<file path="src/rtl/la_stream_capture.sv">
module la_stream_capture #(
  parameter int DEPTH = 64,
  parameter int DIV_W = 8
) (
  input  logic             clk,
  input  logic             rst_n,
  input  logic             capture_en,
  input  logic             wide_mode,
  input  logic [DIV_W-1:0] rate_div,
  input  logic             ovf_clear,
  input  logic [15:0]      probe_in,
  input  logic             bridge_busy,
  output logic [7:0]       bridge_data,
  output logic             bridge_wr,
  output logic             overflow,
  output logic             idle
);
  localparam int AW = $clog2(DEPTH);

  logic [15:0]      sync_a, sync_b;
  logic [DIV_W-1:0] per_cnt, min_n, eff_n;
  logic             tick;

  logic [15:0]      mem [DEPTH];
  logic [AW-1:0]    wp, rp;
  logic [AW:0]      level;
  logic             full, empty, push, drop;

  logic [15:0]      hold;
  logic             hold_vld, hi_phase;
  logic             accept, last, load;

  always_ff @(posedge clk) begin
    if (!rst_n) begin
      sync_a <= '0;
      sync_b <= '0;
    end else begin
      sync_a <= probe_in;
      sync_b <= sync_a;
    end
  end

  assign min_n = wide_mode ? DIV_W'(4) : DIV_W'(2);
  assign eff_n = (rate_div < min_n) ? min_n : rate_div;
  assign tick  = capture_en && (per_cnt == eff_n - 1'b1);

  always_ff @(posedge clk) begin
    if (!rst_n || !capture_en || tick) per_cnt <= '0;
    else                               per_cnt <= per_cnt + 1'b1;
  end

  assign full  = (level == (AW+1)'(DEPTH));
  assign empty = (level == '0);
  assign push  = tick && !full;
  assign drop  = tick && full;

  assign accept = hold_vld && !bridge_busy;
  assign last   = accept && (hi_phase || !wide_mode);
  assign load   = (!hold_vld || last) && !empty;

  always_ff @(posedge clk) begin
    if (push) mem[wp] <= sync_b;
  end

  always_ff @(posedge clk) begin
    if (!rst_n) begin
      wp    <= '0;
      rp    <= '0;
      level <= '0;
    end else begin
      if (push) wp <= wp + 1'b1;
      if (load) rp <= rp + 1'b1;
      level <= level + (AW+1)'(push) - (AW+1)'(load);
    end
  end

  always_ff @(posedge clk) begin
    if (!rst_n) begin
      hold     <= '0;
      hold_vld <= 1'b0;
      hi_phase <= 1'b0;
    end else if (load) begin
      hold     <= mem[rp];
      hold_vld <= 1'b1;
      hi_phase <= 1'b0;
    end else if (last) begin
      hold_vld <= 1'b0;
      hi_phase <= 1'b0;
    end else if (accept) begin
      hi_phase <= 1'b1;
    end
  end

  always_ff @(posedge clk) begin
    if (!rst_n)         overflow <= 1'b0;
    else if (drop)      overflow <= 1'b1;
    else if (ovf_clear) overflow <= 1'b0;
  end

  assign bridge_wr   = hold_vld;
  assign bridge_data = hi_phase ? hold[15:8] : hold[7:0];
  assign idle        = !capture_en && empty && !hold_vld;

  p_hold_r3: assert property (@(posedge clk) disable iff (!rst_n)
    bridge_wr && bridge_busy |=> bridge_wr && $stable(bridge_data));

  p_ovf_sticky_r6: assert property (@(posedge clk) disable iff (!rst_n)
    overflow && !ovf_clear |=> overflow);

  p_ovf_set_r6: assert property (@(posedge clk) disable iff (!rst_n)
    drop |=> overflow);

  p_no_overflow_r5: assert property (@(posedge clk) disable iff (!rst_n)
    level <= (AW+1)'(DEPTH));

  p_idle_quiet_r7: assert property (@(posedge clk) disable iff (!rst_n)
    idle |-> !bridge_wr);

  p_tick_gap_r8: assert property (@(posedge clk) disable iff (!rst_n)
    tick |=> !tick);
endmodule

</file>
<file path="config.mk">
export PLATFORM = sky130hd
export DESIGN_NAME = la_stream_capture
export DESIGN_NICKNAME = d
export VERILOG_FILES = /design/src/rtl/la_stream_capture.sv
export SDC_FILE = /design/constraint.sdc
export NUM_CORES = 1
export LEC_CHECK = 0
export ABC_CLOCK_PERIOD_IN_PS = 5900
export BUFFER_PORTS_ARGS = -buffer_cell sky130_fd_sc_hd__buf_2
export CAP_MARGIN = 10
export CELL_PAD_IN_SITES_DETAIL_PLACEMENT = 0
export CELL_PAD_IN_SITES_GLOBAL_PLACEMENT = 2
export CORE_ASPECT_RATIO = 1.25
export CORE_UTILIZATION = 45
export CTS_CLUSTER_SIZE = 28
export DETAILED_ROUTE_END_ITERATION = 8
export PLACE_DENSITY_LB_ADDON = 0.2
export SYNTH_ARGS = -nofsm -noshare
export SYNTH_HDL_FRONTEND = slang
export SYNTH_SLANG_ARGS = --single-unit
</file>
<file path="constraint.sdc">
create_clock -name clk -period 5.9 [get_ports clk]
set_input_delay 1.475 -clock clk [delete_from_list [all_inputs] [get_ports clk]]
set_output_delay 1.475 -clock clk [all_outputs]
set_load 0.02 [all_outputs]
</file>
# Word-level counts from Yosys, hierarchy flattened

Memory sizes are Yosys's and may differ from the RTL's. A register that Yosys moved wholly into a read port is not among the register bits.
Index checks and enable logic that the tools add are counted.

$add $sub $neg: 6
Order comparisons: 1
Equality and inequality tests: 2
Multiplexer cells: 9
Bitwise gates (word level): 1
Reductions and logical operators: 24

Operators by type and width:

| operator                                                           | count |
|---|---|
| 8-bit 2-to-1 mux                                                   | 2 |
| 6-bit by 1-bit adder with 6-bit output, second input constant      | 2 |
| 8-bit by 1-bit adder with 8-bit output, second input constant      | 1 |
| 8-bit == test                                                      | 1 |
| 1-bit logical AND                                                  | 8 |
| 1-bit zero test                                                    | 8 |
| 8-bit by 3-bit < comparator with 1-bit output                      | 1 |
| 8-bit by 1-bit subtractor with 8-bit output, second input constant | 1 |
| 7-bit by 1-bit adder with 7-bit output                             | 1 |
| 7-bit == test, second input constant                               | 1 |
| 7-bit zero test                                                    | 1 |
| 7-bit by 1-bit subtractor with 7-bit output                        | 1 |
| 1-bit 2-to-1 mux                                                   | 6 |
| 1-bit logical OR                                                   | 4 |
| 2-bit nonzero test                                                 | 2 |
| 3-bit 2-to-1 mux                                                   | 1 |
| 3-bit OR reduction                                                 | 1 |
| 1-bit NOT                                                          | 1 |

Register bits after elaboration: 62
Memory bits (writable): 1024
Bits of input ports: 30
Output and inout bits: 11
Logic and storage cells: 53
Memories: 1

Memory list:

| name | depth | width | rd ports | clocked after Yosys merged registers in | wr ports | RTL line | RTL |
|---|---|---|---|---|---|---|---|
| mem  | 64    | 16    | 1        | 1                                       | 1        | 24       | `logic [15:0] mem [DEPTH];` |

# Depth between registers and ports, before layout

Depth after elaboration: 9
Depth in mapped cells: 25
Gate-level depth less buffers: 24

# Least setup slack after synthesis

No wires, ideal clock.

Path kind: input-to-reg
Start: in wide_mode
End: reg level[6]
Setup time: 0.070 ns
Data arrival time: 5.419 ns
Required time: 5.830 ns
Path slack: 0.411 ns
Cell stages on the path: 25
Buffers on the path: 1
Cell sequence: inv_1 > ha_1 > nor3_1 > nand2_1 > a32oi_1 > ha_1 > xnor2_1 > a211oi_1 > o211ai_1 > o21bai_1 > nor3_2 > buf_4 > nand2_1 > ha_1 > inv_1 > ha_1 > inv_1 > fa_1 > inv_1 > a21oi_1 > nor2_1 > o21ai_0 > a21oi_1 > or3_1 > a21oi_1

Longest elaborated chain between the ends: 9
Elaborated cells between the ends (all ways): 14
Classes of those cells: add/sub (3); order compare (1); eq/ne (1); mux (2); reduce/logical (7)

Ends and longest elaborated chain:

| what                                          | RTL line | RTL |
|---|---|---|
| start: declaration                            | 8        | `input logic wide_mode,` |
| 3-bit 2-to-1 mux                              | 43       | `assign min_n = wide_mode ? DIV_W'(4) : DIV_W'(2);` |
| 8-bit by 3-bit < comparator with 1-bit output | 44       | `assign eff_n = (rate_div < min_n) ? min_n : rate_div;` |
| 8-bit 2-to-1 mux                              | 44       |  |
| 8-bit by 1-bit subtractor with 8-bit output   | 45       | `assign tick = capture_en && (per_cnt == eff_n - 1'b1);` |
| 8-bit == test                                 | 45       |  |
| 1-bit logical AND                             | 45       |  |
| 1-bit logical AND                             | 54       | `assign push = tick && !full;` |
| 7-bit by 1-bit adder with 7-bit output        | 73       | `level <= level + (AW+1)'(push) - (AW+1)'(load);` |
| 7-bit by 1-bit subtractor with 7-bit output * | 73       |  |
| end signal: assignment                        | 73       |  |
| end: declaration                              | 26       | `logic [AW:0] level;` |

Every way passes the cells marked *; elsewhere a longest branch is shown, timed or not.
A chain may end at the register's enable or synchronous reset.

# Worst setup path in the final report

Ends and elaborated chain as after synthesis.

==> run summary <==
- 17.5 ps — clock skew after layout
- finished, final reports clean — outcome
- 20052 — via count of the first global-routing pass
- 25 — number of gates on the worst path with buffers counted
- 5.80 — mean number of vias per cell
- 350 ps — stage delay of the slowest cell on the critical path
- 20.5% — headroom to the max-slew limit
- 18.9 mW — Final Total Pwr
- 87.7% — portion of the clock cycle consumed by the worst path in the final layout
- 0 — GRT Residual Overflow
- sky130_fd_sc_hd__clkbuf_16 — CTS root buffer
- 345 um — die span in y
- 0.264 mV — Max rail drop VDD
- in -> reg — worst setup path category
- flop — capturing element type of the critical path
- 0.0956 mm2 — die area
- 5 — count of buffering cells on the critical path with inverters included
- 0 — max-slew violation count
- 0.825 — Placer Congestion
- input pin — startpoint type of the worst setup path
- 0.0932 mm2 — Placeable Area
- 393 mW/mm2 — power density relative to cell area
- 125 — number of standard-cell rows in the floorplan
- 0 — antenna viol nets, final
- 28.5 um — wire length per cell after detailed routing
- 3 — highest net fanout along the worst path
- 53500 um — Detail Placement HPWL
- 193 MHz — maximum operating frequency
- sky130_fd_sc_hd__edfxtp_1, sky130_fd_sc_hd__mux4_2, sky130_fd_sc_hd__dfxtp_1, sky130_fd_sc_hd__nor2_1, sky130_fd_sc_hd__a22oi_1 — leading cell types by total area after synthesis
- rp[1] — worst r2r src
- 5170 ps — post-layout min period
- 2096 — count of nets after finishing
- no — unrepaired setup endpoints after global routing
- 7354 — filler cell count
- 3 — maximum buffer depth of the clock tree
- 0.0480 mm2 — final instance area
- 0 — setup violators final
- 277 um — width of the chip
- sky130_fd_sc_hd__edfxtp_1 — cell accounting for the most synthesized area
- 1688 — detailed router's first-iteration violation count
- 65 — pin count of the biggest net entering global routing
- 6500 ps — CP required
- 0 — post-CTS setup buffer count
- 60 ps — clock transition at the register clock pins on the worst setup and hold paths after CTS
- 0% — asr flop ratio synth
- 1906 — gate count of the mapped netlist
- 0 — count of max-cap constraint violations
- sync_a[2] — startpoint of the most critical hold path
- 72.4% — share of Yosys cell area claimed by the top area cell type
- 727 ps — final worst setup slack
- 0 — final count of hold timing violations
- 1 — initial antenna violation count
- 1190 ps — slew at the pin closest to its max-slew limit
- 30.7% — share of cells above drive strength 1
- 3 — CTS HTree Levels
- 47900 um — routed wire length on met2
- 41 — number of primary I/O pins
- 95400 um — final wirelength
- 51.5% — final core utilization
- 76.1% — share of synthesized area occupied by flip-flops and latches
- 139000 um — wire length of the first global-routing pass
- 0.0425 mm2 — cell area after synthesis
- 60 — number of distinct library cell variants in the gate-level netlist after synthesis
- compound AO/OA/AOI/OAI gates — CP delay by family, top
- 13.1% — synthesis-to-finish area growth
- 0 ps — sum of negative setup slack
- 680 ps — clock insertion delay at the later pin of the skew report
- 7 — First-pass DRT Iterations
- wide_mode — Critical path origin
- 19380 — vias after detailed routing
- 1102 — post-synthesis sequential element count
- 22.3 um2 — synthesized area per cell
- 104 ps — pre-CTS worst setup slack
- 13.9 nW — Leak
- 45.6% — effective utilization at floorplan
- level[6] — worst setup path endpoint
- 1951 — post-synthesis net count
- 6 — Reg2Reg Depth
- 102 — clock buffer count from CTS
- met4 — uppermost routed layer
- 39600 um — wire length on met1
- 0 — count of hold buffers inserted by post-cts repair
- 2350 ps — reg-to-reg setup timing slack
- yes — clock tree from TritonCTS
- sky130_fd_sc_hd__nor3_1 — Max stage delay cell, worst path
- 0 — post-cts sizing count
- 20.3% — gr usage total
- reg -> reg — Hold WC Path Type
- 1024 — number of enable-type register cells in the synthesized netlist
- 1102 — clk sinks
- 40 — Port Buffers
- 0 — DRC errors left
- hold[0] — end of the worst register-to-register path
- 5770 ps — data arrival time of the critical path
- sky130_fd_sc_hd__edfxtp_1 — Synth Flop Type
- 4320 um — metal3 WL
- 0.0446 mm2 — Placement Cell Area
- 0 — Yosys warnings
-- worst reg2reg max path, stage by stage (launching register included) --
cell and delay (ps):
sky130_fd_sc_hd__dfxtp_4 1040, sky130_fd_sc_hd__buf_4 570, sky130_fd_sc_hd__mux4_2 430, sky130_fd_sc_hd__mux4_2 480, sky130_fd_sc_hd__a22oi_1 600, sky130_fd_sc_hd__nand2_1 110
sky130_fd_sc_hd__a22o_1 220
-- final cells by class --
| type | instances | area (um2) | area share (%) |
|---|---|---|---|
| Antenna cell | 2 | 5.00 | 0.0104 |
| Clock inverter | 57 | 513 | 1.07 |
| Tap cell | 1206 | 1510 | 3.14 |
| Multi-Input combinational cell | 685 | 9660 | 20.1 |
| Timing Repair Buffer | 140 | 1150 | 2.40 |
| Clock buffer | 131 | 2760 | 5.74 |
| Sequential cell | 1102 | 32300 | 67.4 |
| Inverter | 20 | 75.1 | 0.156 |
-- layout by cell type (no fill, tap or decap), types with 14 or more instances in the layout --
cell type                   Yosys  layout
sky130_fd_sc_hd__a22o_1        16      16
sky130_fd_sc_hd__a22oi_1       32      32
sky130_fd_sc_hd__and2_1        37      37
sky130_fd_sc_hd__buf_12         1      16
sky130_fd_sc_hd__buf_2         26      40
sky130_fd_sc_hd__buf_4          1      84
sky130_fd_sc_hd__clkbuf_1      59      23
sky130_fd_sc_hd__clkbuf_16      0     105
sky130_fd_sc_hd__clkinv_1       0      19
sky130_fd_sc_hd__clkinv_2       0      19
sky130_fd_sc_hd__dfxtp_1       78      58
sky130_fd_sc_hd__dfxtp_2        0      16
sky130_fd_sc_hd__edfxtp_1    1024    1024
sky130_fd_sc_hd__ha_1          14      14
sky130_fd_sc_hd__inv_1         20      20
sky130_fd_sc_hd__mux4_2       320     320
sky130_fd_sc_hd__nand2_1       27      27
sky130_fd_sc_hd__nand3_1       15      15
sky130_fd_sc_hd__nor2_1        95      92
sky130_fd_sc_hd__xor2_1        15      15
-- registers in the layout, summed over array words and instances, names as in the netlist --
name and count:
mem 1024, hold 16, sync_a 16, sync_b 16, per_cnt 8, level 7
rp 6, wp 6, bridge_wr 1, hi_phase 1, overflow 1
-- logic make-up after synthesis --
family                   Yosys count  share of synthesized area (%)
XOR/XNOR                          22                          0.454
AO/OA/AOI/OAI                     90                           1.62
adder cells (fa/ha/maj)           15                          0.460
multiplexers                     332                           17.3
buffers and inverters            119                           1.18
AND/OR/NAND/NOR                  226                           2.92
flip-flops                      1102                           76.1
-- worst min path at each step --
stage | end | slack [ps] | cells past startpoint
2_1_floorplan | sync_b[0] | 410 | 1
3_5_place_dp | sync_b[15] | 420 | 1
6_report | sync_b[2] | 430 | 1
5_1_grt | sync_b[7] | 440 | 1
3_3_place_gp | sync_b[13] | 420 | 1
4_1_cts | sync_b[2] | 440 | 1
-- stage by stage --
stage | hold WS [ps] | std cells
floorplan | 412 | 1906
global placement | 418 | 3145
detailed placement | 418 | 3145
CTS | 436 | 3333
global route | 444 | 3341
finish | 434 | 3343
-- where the power goes --
part	switching [mW]	total (mW)	leakage, nW	internal [mW]
combinational	1.72	3.55	3.40	1.83
clock	2.81	6.46	1.59	3.65
sequential	0.270	8.86	8.91	8.59
-- cell usage after synthesis (2+ instances only) --
cell type                     n
sky130_fd_sc_hd__a21bo_2      2
sky130_fd_sc_hd__mux2_2       8
sky130_fd_sc_hd__a22o_1      16
sky130_fd_sc_hd__nand4b_4     4
sky130_fd_sc_hd__edfxtp_1  1024
sky130_fd_sc_hd__inv_1       20
sky130_fd_sc_hd__nand4_4      2
sky130_fd_sc_hd__mux2i_1      4
sky130_fd_sc_hd__a32oi_1      2
sky130_fd_sc_hd__nand2_1     27
sky130_fd_sc_hd__a21o_1       2
sky130_fd_sc_hd__and2_1      37
sky130_fd_sc_hd__clkbuf_1    59
sky130_fd_sc_hd__o21bai_1     3
sky130_fd_sc_hd__nor2b_1      5
sky130_fd_sc_hd__xnor2_1      7
sky130_fd_sc_hd__xor2_1      15
sky130_fd_sc_hd__nand3_1     15
sky130_fd_sc_hd__nand2b_1     3
sky130_fd_sc_hd__nand2_2      2
sky130_fd_sc_hd__mux4_2     320
sky130_fd_sc_hd__dfxtp_1     78
sky130_fd_sc_hd__nor3_1       7
sky130_fd_sc_hd__and3_1       8
sky130_fd_sc_hd__nand4_1      2
sky130_fd_sc_hd__buf_1       12
sky130_fd_sc_hd__o21ai_0      8
sky130_fd_sc_hd__nor2_1      95
sky130_fd_sc_hd__or3_1        7
sky130_fd_sc_hd__a21oi_1     12
sky130_fd_sc_hd__buf_2       26
sky130_fd_sc_hd__nor3b_1      2
sky130_fd_sc_hd__a22oi_1     32
sky130_fd_sc_hd__ha_1        14
-- routing by layer --
| layer | vias to the layer above | GRT usage [%] |
|---|---|---|
| li1 | 8292 | - |
| met1 | 10457 | 27.4 |
| met2 | 492 | 33.4 |
| met3 | 139 | 2.71 |
| met4 | 0 | 8.66 |
| met5 | - | 0 |
No activity file was read; power rests on OpenSTA's default activity.
